--- config.mk ---
export PLATFORM = sky130hd
export DESIGN_NAME = cmd_frame_tx
export DESIGN_NICKNAME = d
export VERILOG_FILES = /design/src/rtl/cft_pkg.sv /design/src/rtl/cft_crc8.sv /design/src/rtl/cft_builder.sv /design/src/rtl/cft_shifter.sv /design/src/rtl/cmd_frame_tx.sv
export SDC_FILE = /design/constraint.sdc
export NUM_CORES = 1
export LEC_CHECK = 0
export ABC_CLOCK_PERIOD_IN_PS = 4200
export BUFFER_PORTS_ARGS = -buffer_cell sky130_fd_sc_hd__buf_2
export CAP_MARGIN = 20
export CORE_MARGIN = 2
export CORE_UTILIZATION = 37
export CTS_CLUSTER_DIAMETER = 200
export DETAILED_ROUTE_END_ITERATION = 7
export GPL_TIMING_DRIVEN = 0
export HOLD_SLACK_MARGIN = 0.05
export PLACE_DENSITY_LB_ADDON = 0.1
export SYNTH_ARGS = -nofsm -noshare
export SYNTH_HDL_FRONTEND = slang
export SYNTH_SLANG_ARGS = --single-unit
--- constraint.sdc ---
create_clock -name clk -period 4.2 [get_ports clk]
set_input_delay 0.84 -clock clk [delete_from_list [all_inputs] [get_ports clk]]
set_output_delay 0.84 -clock clk [all_outputs]
set_load 0.05 [all_outputs]
--- src/rtl/cft_pkg.sv ---
// Package: shared constants and the check-code table step for the
// command frame transmitter. Assumes a 32-bit frame of fixed layout.
package cft_pkg;
    localparam int DEV_W   = 5;
    localparam int REG_W   = 6;
    localparam int DAT_W   = 8;
    localparam int CRC_W   = 8;
    localparam int FIELD_W = DEV_W + REG_W + DAT_W + 1;      // 20 bits of header+payload
    localparam int CODE_IN_W = FIELD_W + 1;                  // plus the spare bit 11 -> 21
    localparam int FRAME_W = CODE_IN_W + CRC_W + 3;          // 32
    localparam logic [CRC_W-1:0] CRC_POLY   = 8'h2F;
    localparam logic [2:0]       TRAILER    = 3'b010;
    localparam logic [DEV_W-1:0] FILLER_DEV = 5'h1F;

    // One table entry: eight left shifts with conditional polynomial XOR.
    function automatic logic [CRC_W-1:0] crc_entry(input logic [CRC_W-1:0] n);
        logic [CRC_W-1:0] r;
        logic             top;
        r = n;
        for (int i = 0; i < CRC_W; i++) begin
            top = r[CRC_W-1];
            r   = {r[CRC_W-2:0], 1'b0};
            if (top) r = r ^ CRC_POLY;
        end
        return r;
    endfunction
endpackage

--- src/rtl/cft_crc8.sv ---
// Check-code generator: two table steps over the upper bytes of the
// zero-extended 24-bit field, then a plain XOR with the lowest byte.
// Purely combinational; assumes the field is header bits 31:11.
module cft_crc8
    import cft_pkg::*;
(
    input  logic [CODE_IN_W-1:0] field_i,
    output logic [CRC_W-1:0]     crc_o
);
    localparam int V_W = 3 * CRC_W;

    logic [V_W-1:0]   v;
    logic [CRC_W-1:0] stage1;
    logic [CRC_W-1:0] stage2;

    // Two chained table look-ups and the final byte XOR.
    always_comb begin
        v      = {{(V_W-CODE_IN_W){1'b0}}, field_i};
        stage1 = crc_entry(v[V_W-1 -: CRC_W]);
        stage2 = crc_entry(stage1 ^ v[2*CRC_W-1 -: CRC_W]);
        crc_o  = stage2 ^ v[CRC_W-1:0];
    end
endmodule

--- src/rtl/cft_builder.sv ---
// Word builder: reverses the chain position into the address field,
// substitutes the readback filler fields when asked, appends the check
// code and trailer. Combinational; the shifter latches the result.
module cft_builder
    import cft_pkg::*;
(
    input  logic               dummy_i,
    input  logic [DEV_W-1:0]   dev_idx_i,
    input  logic [REG_W-1:0]   reg_addr_i,
    input  logic [DAT_W-1:0]   data_i,
    input  logic               all_i,
    output logic [FRAME_W-1:0] word_o
);
    logic [DEV_W-1:0]     dev_rev;
    logic [DEV_W-1:0]     dev_fld;
    logic [REG_W-1:0]     reg_fld;
    logic [DAT_W-1:0]     dat_fld;
    logic                 all_fld;
    logic [CODE_IN_W-1:0] code_in;
    logic [CRC_W-1:0]     code;

    // Bit reversal of the chain position (sent LSB first on the wire).
    for (genvar g = 0; g < DEV_W; g++) begin : g_rev
        assign dev_rev[g] = dev_idx_i[DEV_W-1-g];
    end

    // Field selection: filler word or the caller's request.
    always_comb begin
        if (dummy_i) begin
            dev_fld = FILLER_DEV;
            reg_fld = '0;
            dat_fld = '0;
            all_fld = 1'b0;
        end else begin
            dev_fld = dev_rev;
            reg_fld = reg_addr_i;
            dat_fld = data_i;
            all_fld = all_i;
        end
    end

    assign code_in = {dev_fld, reg_fld, dat_fld, all_fld, 1'b0};

    cft_crc8 u_crc (
        .field_i (code_in),
        .crc_o   (code)
    );

    assign word_o = {code_in, code, TRAILER};
endmodule

--- src/rtl/cft_shifter.sv ---
// Mode-1 serial shifter: latches a word when idle, toggles the serial
// clock every HALF_DIV cycles, advances the data on rising edges after
// the first and releases chip select on the 32nd falling edge.
// Assumes HALF_DIV >= 1; start requests while busy are dropped.
module cft_shifter #(
    parameter int HALF_DIV = 3,
    parameter int WORD_W   = 32
) (
    input  logic              clk,
    input  logic              rst_n,
    input  logic              load_i,
    input  logic [WORD_W-1:0] word_i,
    output logic              sclk_o,
    output logic              mosi_o,
    output logic              cs_n_o,
    output logic              done_o
);
    localparam int PH_W  = $clog2(HALF_DIV + 1);
    localparam int CNT_W = $clog2(WORD_W + 1);
    localparam logic [PH_W-1:0]  PH_LAST  = PH_W'(HALF_DIV - 1);
    localparam logic [PH_W-1:0]  PH_ONE   = PH_W'(1);
    localparam logic [CNT_W-1:0] CNT_ONE  = CNT_W'(1);
    localparam logic [CNT_W-1:0] CNT_FULL = CNT_W'(WORD_W);

    logic              busy_q;
    logic              sclk_q;
    logic              done_q;
    logic [PH_W-1:0]   ph_q;
    logic [CNT_W-1:0]  rise_q;
    logic [WORD_W-1:0] sh_q;

    // Sequencer: load, divide, shift on rise, finish on last fall.
    always_ff @(posedge clk) begin
        if (!rst_n) begin
            busy_q <= 1'b0;
            sclk_q <= 1'b0;
            done_q <= 1'b0;
            ph_q   <= '0;
            rise_q <= '0;
            sh_q   <= '0;
        end else begin
            done_q <= 1'b0;
            if (!busy_q) begin
                if (load_i) begin
                    busy_q <= 1'b1;
                    sh_q   <= word_i;
                    ph_q   <= '0;
                    rise_q <= '0;
                    sclk_q <= 1'b0;
                end
            end else if (ph_q == PH_LAST) begin
                ph_q   <= '0;
                sclk_q <= ~sclk_q;
                if (!sclk_q) begin
                    if (rise_q != '0) sh_q <= {sh_q[WORD_W-2:0], 1'b0};
                    rise_q <= rise_q + CNT_ONE;
                end else if (rise_q == CNT_FULL) begin
                    busy_q <= 1'b0;
                    done_q <= 1'b1;
                end
            end else begin
                ph_q <= ph_q + PH_ONE;
            end
        end
    end

    assign sclk_o = sclk_q;
    assign mosi_o = busy_q & sh_q[WORD_W-1];
    assign cs_n_o = ~busy_q;
    assign done_o = done_q;

    // clock parked low outside a word.
    assert_sclk_idle_low_R5: assert property (@(posedge clk) disable iff (!rst_n)
        cs_n_o |-> !sclk_o);

    // inside a word, data moves only together with a rising clock.
    assert_mosi_on_rise_R5: assert property (@(posedge clk) disable iff (!rst_n)
        (!cs_n_o && $past(!cs_n_o) && !$stable(mosi_o)) |-> $rose(sclk_o));

    // never more rising edges than bits in a word.
    assert_rise_count_R6: assert property (@(posedge clk) disable iff (!rst_n)
        rise_q <= CNT_FULL);

    // the latched word moves only on a rising clock while busy.
    assert_word_held_R7: assert property (@(posedge clk) disable iff (!rst_n)
        (busy_q && $past(busy_q) && !$rose(sclk_q)) |-> $stable(sh_q));

    // completion pulse lasts one cycle.
    assert_done_single_R8: assert property (@(posedge clk) disable iff (!rst_n)
        done_o |=> !done_o);

    // completion pulse coincides with chip select rising.
    assert_done_on_cs_rise_R8: assert property (@(posedge clk) disable iff (!rst_n)
        done_o |-> $rose(cs_n_o));
endmodule

--- src/rtl/cmd_frame_tx.sv ---
// Top: command frame transmitter for a daisy chain of monitor devices.
// Builds the 32-bit word from the request inputs and hands it to the
// mode-1 shifter. Request inputs are sampled only in the accepting cycle.
module cmd_frame_tx
    import cft_pkg::*;
#(
    parameter int HALF_DIV = 3
) (
    input  logic             clk,
    input  logic             rst_n,
    input  logic             start_i,
    input  logic             dummy_i,
    input  logic [DEV_W-1:0] dev_idx_i,
    input  logic [REG_W-1:0] reg_addr_i,
    input  logic [DAT_W-1:0] data_i,
    input  logic             all_i,
    output logic             sclk_o,
    output logic             mosi_o,
    output logic             cs_n_o,
    output logic             done_o
);
    logic [FRAME_W-1:0] word;

    cft_builder u_build (
        .dummy_i    (dummy_i),
        .dev_idx_i  (dev_idx_i),
        .reg_addr_i (reg_addr_i),
        .data_i     (data_i),
        .all_i      (all_i),
        .word_o     (word)
    );

    cft_shifter #(.HALF_DIV(HALF_DIV), .WORD_W(FRAME_W)) u_shift (
        .clk    (clk),
        .rst_n  (rst_n),
        .load_i (start_i),
        .word_i (word),
        .sclk_o (sclk_o),
        .mosi_o (mosi_o),
        .cs_n_o (cs_n_o),
        .done_o (done_o)
    );

    // outputs at rest right after reset.
    assert_reset_rest_R9: assert property (@(posedge clk)
        !rst_n |=> (cs_n_o && !sclk_o && !mosi_o && !done_o));
endmodule

== Word level (Yosys, flattened, before mapping) ==
Cells that the tools add are included.
Widths: inputs -> output; s select.
Storage, ports and cells
  memory bits (read-only): 0
  memories kept: 0
  register bits after elaboration: 43
  bits in latches: 0
  word-level logic and storage cells: 75
  input bits: 24
  RAM bits: 0
Cells by class
  $lt $le $gt $ge: 0
  div/mod/pow operators: 0
  shifts and indexed selects: 0
  mux-type cells: 38
  equality and inequality tests: 5
  bitwise gates (word level): 18
  $add $sub $neg: 2
  $mul: 0
  reductions and logical operators: 6
Operator list (number)
  $mux 32: 5
  $mux 6: 18
  $not 5->5: 13
  $xor 8x8->8: 2
  $mux 1: 10
  $mux 8: 1
  $reduce_and 4->1: 2
  $add 6x1->6 const B: 1
  $eq 6x6->1 const B: 1
  $mux 2: 3
  $ne 2x2->1 const B: 3
  $reduce_bool 6->1: 1
  $mux 5: 1
  $reduce_and 3->1: 1
  $add 2x1->2 const B: 1
  $eq 2x2->1 const B: 1
  $not 1->1: 2
  $reduce_and 2->1: 1
  $reduce_bool 2->1: 1
  $and 1x1->1: 1

== Longest topological paths before layout ==
  depth after elaboration: 31
  mapped depth: 8

== Modules after synthesis ==
A second synthesis with hierarchy kept.
Second synthesis, totals
  cells, all modules: 318
  area total of the unflattened synthesis: 2964.1 um2
By module, submodules not included
  cft_shifter: cells each 253, area an instance 2299.7 um2, sequential area each 860.8 um2, times used 1
  cft_crc8: cells each 36, area an instance 478.0 um2, sequential area each 0.0 um2, times used 1
  cft_builder: cells each 29, area an instance 186.4 um2, sequential area each 0.0 um2, times used 1

== Least setup slack after synthesis ==
OpenSTA, ideal clock, no wires.
  kind: input-to-reg
  from: in dev_idx_i[3]
  to: reg u_shift.sh_q[6]
  path buffers: 1
  required time: 4114 ps
  path slack: 1856 ps
  data arrival time: 2258 ps
  setup time: 86 ps
  stages: 6
  cell sequence: buf_2 xnor2_1 xor3_1 xnor3_1 mux2i_1 a211oi_1
Between the ends
  word-level cells in the longest chain between the ends: 20
  elaborated cells on any way between the ends: 26
Ends and longest elaborated chain
  start: declaration: line cmd_frame_tx.sv:13  | input logic [DEV_W-1:0] dev_idx_i,
  $mux 5 *: line cft_builder.sv:29  | if (dummy_i) begin
  $not 5->5 (no source line)
  $mux 6 * (2 in series): line cft_pkg.sv:23  | if (top) r = r ^ CRC_POLY;
  $not 5->5 (no source line)
  $mux 6: line cft_pkg.sv:23
  $xor 8x8->8 *: line cft_crc8.sv:20  | stage2 = crc_entry(stage1 ^ v[2*CRC_W-1 -: CRC_W]);
  $mux 6 / $not 5->5 (equally long branches)
  $not 5->5 (no source line) / $mux 6 (equally long branches)
  [... 3 more ...]
  $mux 6 / $not 5->5 (equally long branches)
  $not 5->5 (no source line) / $mux 6 (equally long branches)
  $mux 6: line cft_pkg.sv:23
  $not 5->5 (no source line)
  $mux 6 *: line cft_pkg.sv:23
  $xor 8x8->8 *: line cft_crc8.sv:21  | crc_o = stage2 ^ v[CRC_W-1:0];
  $mux 32 *: line cft_shifter.sv:44  | if (load_i) begin
  $mux 32 *: line cft_shifter.sv:43  | if (!busy_q) begin
  end signal: assignment: line cft_shifter.sv:46  | sh_q <= word_i;
  end signal: assignment: line cft_shifter.sv:55  | if (rise_q != '0) sh_q <= {sh_q[WORD_W-2:0], 1'b0};
  end: declaration: line cft_shifter.sv:30  | logic [WORD_W-1:0] sh_q;
Every way passes the cells marked *; elsewhere a longest branch is shown, timed or not. The select of a mux whose other input is x is not followed.
A chain may end at the register's enable or synchronous reset.

== Worst setup path in the final report ==
  from: reg u_shift.busy_q
  to: out mosi_o
Between the ends
  word-level cells in the longest chain between the ends: 1
Ends and longest elaborated chain
  start: declaration: line cft_shifter.sv:25  | logic busy_q;
  start signal: assignment: line cft_shifter.sv:35  | busy_q <= 1'b0;
  start signal: assignment: line cft_shifter.sv:45  | busy_q <= 1'b1;
  start signal: assignment: line cft_shifter.sv:58  | busy_q <= 1'b0;
  $and 1x1->1: line cft_shifter.sv:68  | assign mosi_o = busy_q & sh_q[WORD_W-1];
  end: declaration: line cmd_frame_tx.sv:18  | output logic mosi_o,
Every way passes these cells.

==> results.toml <==
[worst_setup_path]
critPathArrivalTime_ns = 1.93
endpoint_kind = "output port"
slowest_delay_ns = 0.43
cp_top_family = "buffers and inverters"
reg2reg_from = "u_shift.rise_q[0]"
path_buf_inv = 3
path_cells = "clkbuf_1 > clkbuf_1 > and2_1 > buf_2"
reg2reg_depth = 8
path_common_cell = "clkbuf_1"
r2r_slack_ns = 1.95
critPathSlowestCell = "clkbuf_1"
path_class = "flop to output port"
cp_max_fo = 10
r2r_end = "u_shift.sh_q[30]"
cp.required_ns = 3.36
cp-start-kind = "flop"

[floorplanning]
start_util_pct = 37.9
fp.dieH_um = 84.2
die_w_um = 84.2
dieArea_mm2 = 0.00709
core-area_mm2 = 0.00628
rows = 29
ios = 28

[global_route]
grtUsageTotal_pct = 17.7
grt_pass1_vias = 1954
antenna_found_initial = 0
grt_max_degree = 14
overflow = 0
grt_pass1_wl_mm = 9.99

[timing]
fin_skew_ns = 0.0122
rsz0062_at_grt = "false"
period_share_pct = 65.9
slew_violations = 0
fmax_mhz = 361
hold_slack_ns = 0.460
setup_viol = 0
fin_tns_setup_ns = 0
max_slew_margin_pct = 62.1
min_period_ns = 2.77
worstMarginPinSlew_ns = 0.568
finalHoldViolCount = 0

[detailed_routing]
vias = 1989
via_per_inst = 5.39
ant_nets = 0
routed.top_layer = "met4"
drtIter0Drc = 92
met3_length_um = 227
first_pass_iters = 4
avgRoutedWirePerCell_um = 16.3
wl_met1_mm = 3.02
drt_wl_total_mm = 6.03
wl_met2_mm = 2.75
drc_errors = 0

[worst_hold_path]
hold_class = "flop to flop"
whs_endpoint = "u_shift.sh_q[30]"
worstHoldStart = "u_shift.sh_q[30]"
min_path_cells = 2

[yosys]
ys_warn_count = 0
async_flop_share_pct = 0
syn_inst = 261
syn_avg_cell_area_um2 = 9.12
syn_area_mm2 = 0.00238
synth_flop_cell = "dfxtp_1"
synth_seq_cells = 42
ys_types = 41
synth_edf_count = 0
ys_seq_area_share_pct = 35.3
synth_nets = 287

[final_layout]
drive_above_1_share_pct = 15.8
fillerInstances = 671
layout_common_cells = "dfxtp_1, nor2_1, buf_2"
area_growth_syn_to_layout_pct = 13.5
final_area_mm2 = 0.00270
final_common_cell = "dfxtp_1"
fin_util_pct = 43.0
nets = 317
antenna_cells = 0
final_cell_count_no_fill = 369

[pwr]
share_comb_of_total_power_pct = 28.1
p_switching_mw = 0.306
swShare_pct = 28.9
pwr-share-clk_pct = 30.3
peakVddDrop_mv = 0.183
p_int_mw = 0.751
seqPwrFrac_pct = 41.6
power.density_mw_per_mm2 = 392
leakage_nw = 1.11

[clocking]
clk_latency_ns = 0.30
numCtsBuffers = 5
cts-root-buf = "clkbuf_8"
clock-sinks = 42
path_clk_slew_ns = 0.09
ctsResizeCount = 0
ctsHoldBuffers = 0
htree_levels = 2
max-clock-path-buffers = 2
cts_setup_buffers = 0
cts_tree = "built"

[status]
status = "complete, no violations"

[placed_design]
place_hpwl_mm = 4.49
gp_congestion = 0.790
numPortBuffers = 23
post-place-cells = 361
placed_area_mm2 = 0.00259

[run]
maxCapViolCount = 0
==> per-layer routing <==
metal,global-route usage [%],vias up
li1,-,997
met1,25.6,952
met2,27.8,38
met3,3.24,2
met4,3.52,0
met5,0,-
==> synth_stat cells (2+ instances only) <==
cell,number,area (µm²)
a211oi_1,2,15.0
a21oi_1,22,110
a221oi_1,16,140
a31oi_1,2,12.5
and2_1,2,12.5
and3_1,4,25.0
buf_1,2,7.51
buf_2,7,35.0
clkbuf_1,7,26.3
dfxtp_1,42,841
ha_1,2,25.0
inv_1,7,26.3
nand2_1,17,63.8
nand3_1,7,35.0
nor2_1,32,120
nor3_1,18,90.1
o21ai_0,9,45.0
o221ai_1,7,61.3
xnor2_1,18,158
xnor3_1,9,203
xor2_1,8,70.1
xor3_1,2,47.6
==> worst register-to-register path, stage by stage (launching register included) <==
cell and delay (ns):
dfxtp_1 0.35, inv_1 0.07, ha_1 0.13, or4b_4 0.48, o21ai_1 0.40, nand2_1 0.24, buf_2 0.26, o221ai_1 0.10
a21oi_1 0.09
==> cell families after synthesis <==
group | after synthesis | share of synthesized area (%)
and+or+nand+nor | 87 | 17.4
buffers and inverters | 25 | 4.63
xor gates and xnor gates | 40 | 22.9
adders and majority gates | 2 | 1.05
muxes | 1 | 0.421
DFF | 42 | 35.3
AOI/OAI and AO/OA | 64 | 18.3
==> sequential cells by signal (all words and copies together) (netlist names) <==
| register | count |
|---|---|
| u_shift.rise_q | 6 |
| u_shift.ph_q | 2 |
| u_shift.done_o | 1 |
| u_shift.sclk_o | 1 |
| u_shift.busy_q | 1 |
| u_shift.sh_q | 31 |
==> power groups by stage <==
stage	clock network [mW]	logic, mW	registers (mW)
after detailed placement	0	0.298	0.449
final	0.320	0.297	0.440
after global routing	0.349	0.322	0.444
after global placement	0	0.298	0.449
after CTS	0.328	0.301	0.440
after floorplan	0	0.233	0.445
==> worst max-delay path by stage <==
stage	to	cells past startpoint	from	slack, ns
floorplan	u_shift.sh_q[6]	6	dev_idx_i[3]	1.86
global placement	u_shift.sh_q[6]	6	reg_addr_i[5]	1.55
detailed placement	u_shift.sh_q[6]	6	reg_addr_i[5]	1.57
CTS	mosi_o	4	u_shift.busy_q	1.41
global route	mosi_o	4	u_shift.busy_q	1.21
finish	mosi_o	4	u_shift.busy_q	1.43
==> stage by stage <==
step	setup slack (ns)	total power [mW]
after floorplan	1.86	0.677
after global placement	1.55	0.747
after detailed placement	1.57	0.747
after CTS	1.41	1.07
after global routing	1.21	1.11
final	1.43	1.06
==> cell type report <==
type,count,area (µm²),share of cell area (%)
inverter,8,30.0,1.11
clock buffer,5,68.8,2.55
clock inverter,3,40.0,1.48
buffer,17,80.1,2.97
tap,77,96.3,3.57
sequential,42,841,31.1
timing repair buffer,23,115,4.26
multi-input combinational,194,1430,52.9
(Power assumes the default switching activity.)
